===== src/rtl/alu_bs_pkg.sv =====
package alu_bs_pkg;

    localparam int SEL_W  = 2;
    localparam int FUNC_W = 4;

    typedef enum logic [SEL_W-1:0] {
        SEL_ARITH  = 2'b00,
        SEL_LOGIC  = 2'b01,
        SEL_PASS_A = 2'b10,
        SEL_PASS_B = 2'b11
    } res_sel_e;

    typedef struct packed {
        logic val;
        logic val_n;
    } rail_t;

    function automatic logic tt_lookup(input logic [FUNC_W-1:0] tt,
                                       input logic a, input logic b);
        return tt[{a, b}];
    endfunction

    function automatic logic maj3(input logic x, input logic y, input logic z);
        return (x & y) | (x & z) | (y & z);
    endfunction

endpackage


===== src/rtl/alu_bs_adder_slice.sv =====
module alu_bs_adder_slice
    import alu_bs_pkg::*;
(
    input  logic  a,
    input  logic  b,
    input  rail_t c_in,
    input  logic  carry_en,
    output logic  sum,
    output rail_t c_out
);
    rail_t c_eff;

    always_comb begin
        c_eff.val   = carry_en & c_in.val;
        c_eff.val_n = ~carry_en | c_in.val_n;
        sum         = a ^ b ^ c_eff.val;
        c_out.val   = maj3(a, b, c_eff.val);
        c_out.val_n = maj3(~a, ~b, c_eff.val_n);
    end

    always_comb begin
        // a disabled carry leaves the bare XOR on the sum
        if (!carry_en) a_r3_xor_when_disabled: assert (sum == (a ^ b));
        // the two carry rails leaving the slice disagree
        a_r2_rails_complement: assert (c_out.val_n == ~c_out.val);
        // with carry blocked, carry out is just a AND b
        if (!carry_en) a_r4_generate_only: assert (c_out.val == (a & b));
    end
endmodule


===== src/rtl/alu_bs_logic_slice.sv =====
module alu_bs_logic_slice
    import alu_bs_pkg::*;
(
    input  logic [FUNC_W-1:0] func,
    input  logic              a,
    input  logic              b,
    output logic              y
);
    always_comb y = tt_lookup(func, a, b);

    always_comb begin
        // constant codes ignore the operands
        if (func == 4'b0000) a_r6_const_zero: assert (y == 1'b0);
        if (func == 4'b1111) a_r6_const_one:  assert (y == 1'b1);
    end
endmodule


===== src/rtl/alu_bs_result_sel.sv =====
module alu_bs_result_sel
    import alu_bs_pkg::*;
#(
    parameter int W = 16
) (
    input  res_sel_e      sel,
    input  logic [W-1:0]  arith,
    input  logic [W-1:0]  lgc,
    input  logic [W-1:0]  pass_a,
    input  logic [W-1:0]  pass_b,
    output logic [W-1:0]  y
);
    always_comb begin
        unique case (sel)
            SEL_ARITH:  y = arith;
            SEL_LOGIC:  y = lgc;
            SEL_PASS_A: y = pass_a;
            SEL_PASS_B: y = pass_b;
            default:    y = arith;
        endcase
    end
endmodule


===== src/rtl/alu_bitslice.sv =====
module alu_bitslice
    import alu_bs_pkg::*;
#(
    parameter int W = 16
) (
    input  logic [W-1:0]      op_a,
    input  logic [W-1:0]      op_b,
    input  logic [FUNC_W-1:0] func,
    input  logic              carry_en,
    input  logic [SEL_W-1:0]  res_sel,
    input  logic              carry_in,
    output logic [W-1:0]      result,
    output logic              carry_out
);
    localparam int TOP = W - 1;

    rail_t        chain [W+1];
    logic [W-1:0] sum_w;
    logic [W-1:0] lgc_w;
    res_sel_e     sel_e;

    assign chain[0].val   = carry_in;
    assign chain[0].val_n = ~carry_in;
    assign sel_e          = res_sel_e'(res_sel);

    for (genvar i = 0; i < W; i++) begin : g_slice
        alu_bs_adder_slice u_add (
            .a        (op_a[i]),
            .b        (op_b[i]),
            .c_in     (chain[i]),
            .carry_en (carry_en),
            .sum      (sum_w[i]),
            .c_out    (chain[i+1])
        );
        alu_bs_logic_slice u_lgc (
            .func (func),
            .a    (op_a[i]),
            .b    (op_b[i]),
            .y    (lgc_w[i])
        );
    end

    alu_bs_result_sel #(.W(W)) u_sel (
        .sel    (sel_e),
        .arith  (sum_w),
        .lgc    (lgc_w),
        .pass_a (op_a),
        .pass_b (op_b),
        .y      (result)
    );

    assign carry_out = chain[W].val;

    always_comb begin
        // pass-through selections reproduce the chosen operand
        if (res_sel == 2'b10) a_r7_pass_a: assert (result == op_a);
        if (res_sel == 2'b11) a_r7_pass_b: assert (result == op_b);
        // top-slice flag with carry disabled
        if (!carry_en) a_r4_flag_generate: assert (carry_out == (op_a[TOP] & op_b[TOP]));
    end
endmodule


===== config.mk =====
export PLATFORM = sky130hd
export DESIGN_NAME = alu_bitslice
export DESIGN_NICKNAME = d
export VERILOG_FILES = /design/src/rtl/alu_bs_pkg.sv /design/src/rtl/alu_bs_adder_slice.sv /design/src/rtl/alu_bs_logic_slice.sv /design/src/rtl/alu_bs_result_sel.sv /design/src/rtl/alu_bitslice.sv
export SDC_FILE = /design/constraint.sdc
export NUM_CORES = 1
export LEC_CHECK = 0
export BUFFER_PORTS_ARGS = -buffer_cell sky130_fd_sc_hd__buf_2
export CELL_PAD_IN_SITES_DETAIL_PLACEMENT = 0
export CELL_PAD_IN_SITES_GLOBAL_PLACEMENT = 1
export CORE_UTILIZATION = 25
export DETAILED_ROUTE_END_ITERATION = 6
export PLACE_DENSITY_LB_ADDON = 0.1
export SLEW_MARGIN = 10
export SYNTH_ARGS = -nofsm -noshare
export SYNTH_HDL_FRONTEND = slang
export SYNTH_SLANG_ARGS = --single-unit
export TNS_END_PERCENT = 50

===== constraint.sdc =====
create_clock -name vclk -period 19.35
set_clock_uncertainty 0.05 [all_clocks]
set_input_delay 1.935 -clock vclk [all_inputs]
set_output_delay 1.935 -clock vclk [all_outputs]
set_load 0.01 [all_outputs]

After elaboration in Yosys (flattened, before gate mapping)
Index checks and enable logic that the tools add are counted.
{"block": "word_totals", "wordCells": 181, "input_bits": 40, "ff_bits": 0, "out_inout_bits": 17}
{"block": "op_classes", "muxes": 33, "n_reduce_logical": 1, "magnitude_cmp": 16, "n_bitwise": 128, "eq_ne": 3}
{"cell": "1-bit AND", "n": 64}
{"cell": "16-bit one-hot mux with 4 select lines", "n": 1}
{"cell": "2-bit by 3-bit less-than comparator with 1-bit output, second input constant", "n": 16}
{"cell": "1-bit binary-select mux with 2-bit select", "n": 16}
{"cell": "1-bit bitwise OR", "n": 32}
{"cell": "1-bit bitwise XOR", "n": 32}
{"cell": "1-bit two-way mux", "n": 16}
{"cell": "2-bit == test, second input constant", "n": 2}
{"cell": "2-bit by 1-bit == test with 1-bit output, second input constant", "n": 1}
{"cell": "2-bit zero test", "n": 1}

Depth between registers and ports, before layout
Gate-level depths: netlist of the first run.
{"block": "depth", "depth_word": 64, "depth_mapped": 36, "depth_no_buf": 35}

Cells and area by module
A second synthesis of the first run with hierarchy kept.
{"block": "hier_totals", "hier_cells": 197, "hier_area_um2": 1889.3}
{"mod": "alu_bs_adder_slice", "instances": 16, "seq_area_each_um2": 0.0, "cells_per_inst": 10, "area_each_um2": 68.8}
{"mod": "alu_bs_result_sel", "instances": 1, "seq_area_each_um2": 0.0, "cells_per_inst": 20, "area_each_um2": 424.2}
{"mod": "alu_bs_logic_slice", "instances": 16, "seq_area_each_um2": 0.0, "cells_per_inst": 1, "area_each_um2": 22.5}
{"mod": "alu_bitslice", "instances": 1, "seq_area_each_um2": 0.0, "cells_per_inst": 1, "area_each_um2": 3.8}

Worst setup path after synthesis of the first run
Ideal clock, no wire load.
{"block": "synth_path", "path_kind": "input to output", "from": "input carry_en", "to": "output result[15]", "t_required_ps": 17365, "path_buffers": 1, "cell_stages": 36, "setup_slack_ps": 7009, "arrival_ps": 10356, "cell_sequence": "clkbuf_1 -> and2_1 -> fa_1 -> and2_1 -> fa_1 -> and2_1 -> fa_1 -> and2_1 -> fa_1 -> and2_1 -> fa_1 -> and2_1 -> fa_1 -> and2_1 -> fa_1 -> and2_1 -> fa_1 -> and2_1 -> fa_1 -> and2_1 -> fa_1 -> and2_1 -> fa_1 -> and2_1 -> fa_1 -> and2_1 -> fa_1 -> and2_1 -> fa_1 -> and2_1 -> fa_1 -> nand2_1 -> fa_1 -> nor2_1 -> a211oi_1 -> a221oi_1"}
{"block": "synth_via", "elab_chain_len": 63, "word_cells_on_any_way": 78, "classes_between": "mux: 1; bitwise: 77"}
{"element": "from (decl)", "line_no": "alu_bitslice.sv:9", "source": "input logic carry_en,"}
{"element": "1-bit AND", "line_no": "alu_bs_adder_slice.sv:14", "source": "c_eff.val = carry_en & c_in.val;"}
{"element": "1-bit AND", "line_no": "alu_bs_pkg.sv:24", "source": "return (x & y) | (x & z) | (y & z);"}
{"element": "1-bit bitwise OR (2 in series)", "line_no": "alu_bs_pkg.sv:24"}
{"element": "1-bit AND", "line_no": "alu_bs_adder_slice.sv:14"}
{"element": "1-bit AND", "line_no": "alu_bs_pkg.sv:24"}
{"element": "1-bit bitwise OR (2 in series)", "line_no": "alu_bs_pkg.sv:24"}
{"element": "1-bit AND", "line_no": "alu_bs_adder_slice.sv:14"}
{"element": "1-bit AND", "line_no": "alu_bs_pkg.sv:24"}
{"element": "[43 not listed]"}
{"element": "1-bit AND", "line_no": "alu_bs_pkg.sv:24"}
{"element": "1-bit bitwise OR (2 in series)", "line_no": "alu_bs_pkg.sv:24"}
{"element": "1-bit AND", "line_no": "alu_bs_adder_slice.sv:14"}
{"element": "1-bit AND", "line_no": "alu_bs_pkg.sv:24"}
{"element": "1-bit bitwise OR (2 in series)", "line_no": "alu_bs_pkg.sv:24"}
{"element": "1-bit AND *", "line_no": "alu_bs_adder_slice.sv:14"}
{"element": "1-bit bitwise XOR *", "line_no": "alu_bs_adder_slice.sv:16", "source": "sum = a ^ b ^ c_eff.val;"}
{"element": "16-bit one-hot mux with 4 select lines *", "line_no": "alu_bs_result_sel.sv:14", "source": "unique case (sel)"}
{"element": "to (decl)", "line_no": "alu_bitslice.sv:12", "source": "output logic [W-1:0] result,"}
Every way passes the cells marked *; elsewhere a longest branch is shown, timed or not.

Worst setup path in the final report of the first run
Ends and elaborated chain as after synthesis.

==> results.py, run 1 <==
metrics = {
    "routing": {
        "ant_nets": 0,
        "drt_wl_total_microns": 3647,
        "via_per_inst": 5.500,
        "drcViolationCount": 0,
        "dr_total_vias": 1166,
        "drtIter0Drc": 160,
        "wire_per_inst_microns": 17.20,
        "first_pass_iters": 5,
    },
    "run_status": {
        "outcome": "finished clean",
    },
    "final_layout": {
        "nClkBuffers": 0,
        "fin_nets": 218,
        "postLayoutCellArea_sq_um": 1453,
        "area_delta_synth_final_pct": 24.97,
        "register_area_sq_um": 0,
        "fill_cells": 458,
        "diodes": 0,
        "multiInputGateArea_sq_um": 1091,
        "layout_common_cells": "buf_2 (57), nand2_1 (31), mux4_2 (16), fa_1 (16)",
        "nFlopsAndLatches": 0,
        "drive_gt1_share_pct": 47.50,
        "final_common_cell": "buf_2",
    },
    "critical_path": {
        "crit_slowest_cell": "fa_1",
        "setup.worst_path.class": "in2out",
        "worst_setup_path_end_kind": "output pin",
        "cp-start-kind": "primary input",
        "slowest_delay_ns": 0.41,
        "crit_fanout": 16,
        "crit_top_cell": "fa_1",
        "required_ns": 17.36,
        "critPathArrivalTime_ns": 10.74,
    },
    "grt": {
        "antenna_found_initial": 0,
        "grt_pass1_wl_microns": 6161,
        "overflow": 0,
        "grt.total_usage_pct": 15.27,
        "grt_start_max_net_pins": 17,
        "first_global_vias": 1221,
    },
    "logic_synthesis": {
        "syn_avg_cell_area_sq_um": 10.20,
        "synth_warnings": 0,
        "synth_top_area_share_pct": 31.00,
        "netlist-cell-type-count": 15,
        "synth-seq-area-share_pct": 0,
        "netlist_instances": 114,
        "syn_area_sq_um": 1162,
        "syn-num-nets": 170,
        "yosysTopAreaCell": "mux4_2",
        "synth.area.top_cells": "mux4_2 (31%), fa_1 (28%), a222oi_1 (13%)",
    },
    "timing": {
        "setup_viol": 0,
        "slew_viol_final": 0,
        "rsz0062_at_grt": "false",
        "worstMarginPinSlew_ns": 1.167,
        "fmax_mhz": 78.56,
        "setup_tns_ns": 0,
        "relSlewSlack_pct": 21.88,
        "fin_crit_sh_pct": 65.79,
        "period_minus_slack_ns": 12.73,
        "hold_viol_final": 0,
    },
    "floorplanning": {
        "die_w_microns": 70.19,
        "core-area_sq_um": 4414,
        "start_util_pct": 26.33,
        "dieArea_sq_um": 4926,
        "row_count": 24,
        "io_pins": 57,
        "die_y_microns": 70.19,
    },
    "power": {
        "powerDensity_nw_per_um2": 26.08,
        "leakage_uw": 0.0006583,
        "ir_drop_v": 0.00001103,
    },
    "placement": {
        "port_buffers": 57,
        "placed_area_sq_um": 1448,
        "gp_congestion": 0.6925,
        "dp_hpwl_microns": 2542,
    },
    "job": {
        "maxCapViolCount": 0,
    },
    "hold_path": {
        "holdCritPathClass": "in2out",
    },
    "clocking": {
        "cts_hold_buf": 0,
        "cts_setup_buffers": 0,
        "cts_repair_resize_count": 0,
    },
}
worst max-delay path: cells and delay by family:
kind                       cells  cell delay, ns
adders and majority gates     16            5.59
buffers and inverters          2            0.37
AOI/OAI and AO/OA              2            0.28
and+or+nand+nor               17            2.54
per-layer routing:
| layer | GRT usage (%) | up-vias | part of all wire, % |
|---|---|---|---|
| met4 | 1.111 | 0 | 0 |
| met3 | 0.5772 | 0 | 7.7 |
| met1 | 22.80 | 572 | 43 |
| li1 | - | 535 | - |
| met2 | 25.64 | 59 | 49 |
| met5 | 0 | - | 0 |
layout make-up:
type | instances | area share, %
tap | 52 | 4.479
inverter | 3 | 0.7752
timing repair buffer | 57 | 19.64
multi-input combinational | 100 | 75.11
report_power, final:
group	leakage (uW)	internal, uW	switching (uW)
clock network	0	0	0
registers	0	0	0
logic	0.000658	18.2	19.7
cells in the mapped netlist:
cell	count
nand2_1	31
fa_1	16
mux4_2	16
a222oi_1	15
and2_1	15
clkbuf_1	5
buf_2	4
inv_1	3
nor2_1	2
nor2b_1	2
a211oi_1	1
a221oi_1	1
and2_4	1
buf_6	1
buf_8	1
path summary, 6_finish.rpt:
kind / start / to / slack (ns) / depth (start not counted)
max: carry_en / result[15] / 6.62 / 37
min: op_a[11] / result[11] / 4.20 / 4
logic make-up after synthesis:
group | after synthesis | share of synthesized area [%]
buffers and inverters | 14 | 6.566
adders and majority gates | 16 | 27.56
muxes | 16 | 31.00
AOI/OAI and AO/OA | 17 | 14.32
and+or+nand+nor | 51 | 20.56
per-stage QoR:
stage          hold WS, ns  setup WS (ns)  util [%]  cells  total power (uW)
2_1_floorplan        3.986          7.009         -    114             22.35
3_3_place_gp         4.199          6.551     32.79    212             37.72
3_5_place_dp         4.206          6.609     32.79    212             38.11
4_1_cts              4.206          6.555     32.79    212             38.39
5_1_grt              4.241          6.075     32.91    212             42.88
6_report             4.202          6.620     32.91    212             37.89
(Power assumes the default switching activity.)
==> run 2: changes to the inputs <==
Clock period 19.35 ns to 11.3 ns, I/O delays scaled along.
==> results.py, run 2 (synthesis results as in run 1) <==
metrics = {
    "routing": {
        "dr_total_vias": 1178,
        "drt_wl_total_microns": 3713,
        "drtIter0Drc": 147,
        "via_per_inst": 5.505,
        "drcViolationCount": 0,
        "first_pass_iters": 7,
        "ant_nets": 0,
        "wire_per_inst_microns": 17.35,
    },
    "final_layout": {
        "postLayoutCellArea_sq_um": 1473,
        "area_delta_synth_final_pct": 26.70,
        "nFlopsAndLatches": 0,
        "drive_gt1_share_pct": 49.38,
        "final_common_cell": "buf_2",
        "final_cells": 214,
        "register_area_sq_um": 0,
        "nClkBuffers": 0,
        "fin_nets": 220,
        "fill_cells": 483,
        "diodes": 0,
        "layout_common_cells": "buf_2 (57), nand2_1 (31), mux4_2 (16), a222oi_1 (15), and2_1 (14)",
    },
    "timing": {
        "fmax_mhz": 91.22,
        "rsz0062_at_grt": "false",
        "setup_tns_ns": 0,
        "period_minus_slack_ns": 10.96,
        "hold_viol_final": 0,
        "fin_crit_sh_pct": 97.02,
        "setup_viol": 0,
        "relSlewSlack_pct": 19.91,
        "slew_viol_final": 0,
        "fin_hold_ws_ns": 2.588,
        "worstMarginPinSlew_ns": 1.197,
    },
    "power": {
        "powerDensity_nw_per_um2": 44.75,
        "ir_drop_v": 0.00001894,
        "leakage_uw": 0.0006645,
    },
    "critical_path": {
        "cp-start-kind": "primary input",
        "crit_fanout": 1,
        "required_ns": 10.12,
        "critPathArrivalTime_ns": 9.78,
        "worst_setup_path_end_kind": "output pin",
        "slowest_delay_ns": 0.40,
        "crit_slowest_cell": "fa_1",
        "crit_top_cell": "and2_1",
        "setup.worst_path.class": "in2out",
    },
    "grt": {
        "use_met1_pct": 22.50,
        "first_global_vias": 1239,
        "grt.total_usage_pct": 15.32,
        "grt_start_max_net_pins": 17,
        "antenna_found_initial": 0,
        "busiest_layer": "met2",
        "grt_util_met3_pct": 1.154,
        "overflow": 0,
        "grt_pass1_wl_microns": 6147,
        "use_met2_pct": 25.96,
    },
    "placement": {
        "port_buffers": 57,
        "dp_hpwl_microns": 2630,
        "placed_area_sq_um": 1463,
        "gp_congestion": 0.7062,
        "dp.cells": 214,
    },
    "floorplanning": {
        "io_pins": 57,
        "core-area_sq_um": 4414,
        "dieArea_sq_um": 4926,
        "die_y_microns": 70.19,
        "row_count": 24,
        "die_w_microns": 70.19,
        "start_util_pct": 26.33,
    },
    "hold_path": {
        "holdCritPathClass": "in2out",
        "hold_start": "op_a[4]",
        "whs_path_depth": 4,
        "whs_endpoint": "result[4]",
    },
    "clocking": {
        "cts_hold_buf": 0,
        "cts_setup_buffers": 0,
    },
    "job": {
        "maxCapViolCount": 0,
    },
    "run_status": {
        "outcome": "finished clean",
    },
}
run 2: worst max-delay path by stage:
stage / startpoint / endpoint / slack [ns] / cells past startpoint
2_1_floorplan: carry_en / result[15] / 0.57 / 36
3_3_place_gp: carry_en / result[15] / 0.24 / 37
6_report: carry_in / result[15] / 0.34 / 37
5_1_grt: carry_in / result[15] / 0.01 / 37
4_1_cts: carry_in / result[15] / 0.14 / 37
3_5_place_dp: carry_in / result[15] / 0.21 / 37
run 2: area by class of cell:
type	count	area, sq um	share of cell area, %
Multi-Input combinational cell	100	1096	74.43
Timing Repair Buffer	59	300.3	20.39
Tap cell	52	65.06	4.418
Inverter	3	11.26	0.7647
run 2: layer usage:
layer	vias to the layer above	share of wire [%]
met5	-	0
met4	0	0
met3	0	5.5
met2	41	52
met1	596	43
li1	541	-
run 2: critical path: cells and delay by family:
kind	cells	cell delay, ns
buffers and inverters	2	0.27
AND/OR/NAND/NOR	17	2.50
adder cells (fa/ha/maj)	16	5.57
AO/OA/AOI/OAI	2	0.27
run 2: report_power, final:
part           switching [uW]  internal (uW)  total (uW)  leakage, uW
combinational            33.9           32.0        65.9     0.000664
sequential                  0              0           0            0
clock                       0              0           0            0
total                    33.9           32.0        65.9     0.000664
run 2: what timing repair did:
| item | 4_1_cts | 5_1_grt |
|---|---|---|
| resized for setup | 0 | 4 |
| endpoints found under the setup margin | 0 | 1 |
| endpoints found under the hold margin | 0 | 0 |
run 2: metrics by stage:
| stage | setup slack [ns] | util, % | power, uW |
|---|---|---|---|
| detailed placement | 0.2086 | 33.13 | 66.14 |
| CTS | 0.1442 | 33.13 | 66.30 |
| floorplan | 0.5689 | - | 38.27 |
| finish | 0.3370 | 33.36 | 65.90 |
| global route | 0.009758 | 33.36 | 74.19 |
| global placement | 0.2437 | 33.13 | 64.89 |
==> run 3: changes to the inputs <==
Settings changed: REMOVE_ABC_BUFFERS set to 1.
==> results.py, run 3 (synthesis results as in run 1) <==
metrics = {
    "final_layout": {
        "drive_gt1_share_pct": 53.37,
        "register_area_sq_um": 0,
        "final_common_cell": "buf_2",
        "fin_nets": 221,
        "final_cells": 215,
        "diodes": 0,
        "nFlopsAndLatches": 0,
        "nClkBuffers": 0,
        "final_util_pct": 33.87,
        "area_delta_synth_final_pct": 28.63,
        "layout_common_cells": "buf_2 (57), nand2_1 (31), mux4_2 (16), a222oi_1 (15), fa_1 (13)",
    },
    "timing": {
        "fmax_mhz": 91.43,
        "hold_viol_final": 0,
        "relSlewSlack_pct": 23.34,
        "slew_viol_final": 0,
        "fin_crit_sh_pct": 96.79,
        "period_minus_slack_ns": 10.94,
        "setup_tns_ns": 0,
        "layout_setup_ws_ns": 0.3623,
        "fin_hold_ws_ns": 2.593,
        "worstMarginPinSlew_ns": 1.146,
        "setup_viol": 0,
    },
    "grt": {
        "grt_pass1_wl_microns": 6251,
        "grt.total_usage_pct": 15.40,
        "antenna_found_initial": 0,
        "grt_start_max_net_pins": 17,
        "first_global_vias": 1255,
        "overflow": 0,
    },
    "floorplanning": {
        "die_w_microns": 70.19,
        "row_count": 24,
        "io_pins": 57,
        "die_y_microns": 70.19,
        "start_util_pct": 26.33,
        "dieArea_sq_um": 4926,
        "core-area_sq_um": 4414,
    },
    "power": {
        "powerDensity_nw_per_um2": 44.98,
        "leakage_uw": 0.0006800,
        "ir_drop_v": 0.00001171,
    },
    "placement": {
        "pre_cts_ws_ns": 0.2253,
        "dp_hpwl_microns": 2550,
        "dp.cells": 215,
        "gp_congestion": 0.6701,
        "port_buffers": 57,
    },
    "critical_path": {
        "required_ns": 10.12,
        "slowest_delay_ns": 0.41,
        "cp-start-kind": "primary input",
        "setup.worst_path.class": "in2out",
        "crit_slowest_cell": "fa_1",
        "crit_fanout": 5,
        "critPathArrivalTime_ns": 9.76,
        "worst_setup_path_end_kind": "output pin",
        "crit_top_cell": "fa_1",
    },
    "routing": {
        "wire_per_inst_microns": 16.90,
        "drcViolationCount": 0,
        "dr_total_vias": 1191,
        "first_pass_iters": 5,
        "ant_nets": 0,
        "drtIter0Drc": 120,
        "drt_wl_total_microns": 3633,
        "via_per_inst": 5.540,
    },
    "job": {
        "maxCapViolCount": 0,
    },
    "clocking": {
        "cts_repair_resize_count": 0,
        "cts_setup_buffers": 0,
        "cts_hold_buf": 0,
    },
    "hold_path": {
        "whs_path_depth": 4,
        "holdCritPathClass": "in2out",
    },
    "run_status": {
        "outcome": "finished clean",
    },
}
==> run 3: path summary, 6_finish.rpt <==
path	start	endpoint	slack, ns
setup / recovery	carry_en	result[15]	0.36
hold / removal	op_a[2]	result[2]	2.59
==> run 3: critical path, delay by kind of cell <==
kind / cells / cell delay [ns]
adder cells (fa/ha/maj): 16 / 5.58
AO/OA/AOI/OAI: 2 / 0.28
AND/OR/NAND/NOR: 17 / 2.45
buffers and inverters: 2 / 0.31
==> run 3: cell type report <==
type,count,area (sq um)
Timing Repair Buffer,60,307.8
Tap cell,52,65.06
Multi-Input combinational cell,100,1111
Inverter,3,11.26
Fill cell,490,2919
==> run 3: routing by layer <==
metal | track usage (%) | vias up | wire, microns
met1 | 21.81 | 589 | 1539
met2 | 26.60 | 62 | 1806
met5 | 0 | - | 0
met4 | 0.6667 | 0 | 0
met3 | 1.732 | 0 | 287
li1 | - | 540 | -
==> run 3: where the power goes <==
part,internal (uW),switching (uW)
registers,0,0
logic,33.2,34.1
clock network,0,0
==> run 3: through the flow <==
stage | power [uW] | instance area [sq um]
global placement | 65.19 | 1470
CTS | 66.58 | 1470
finish | 67.26 | 1495
floorplan | 35.09 | 1097
detailed placement | 66.18 | 1470
global route | 75.73 | 1495
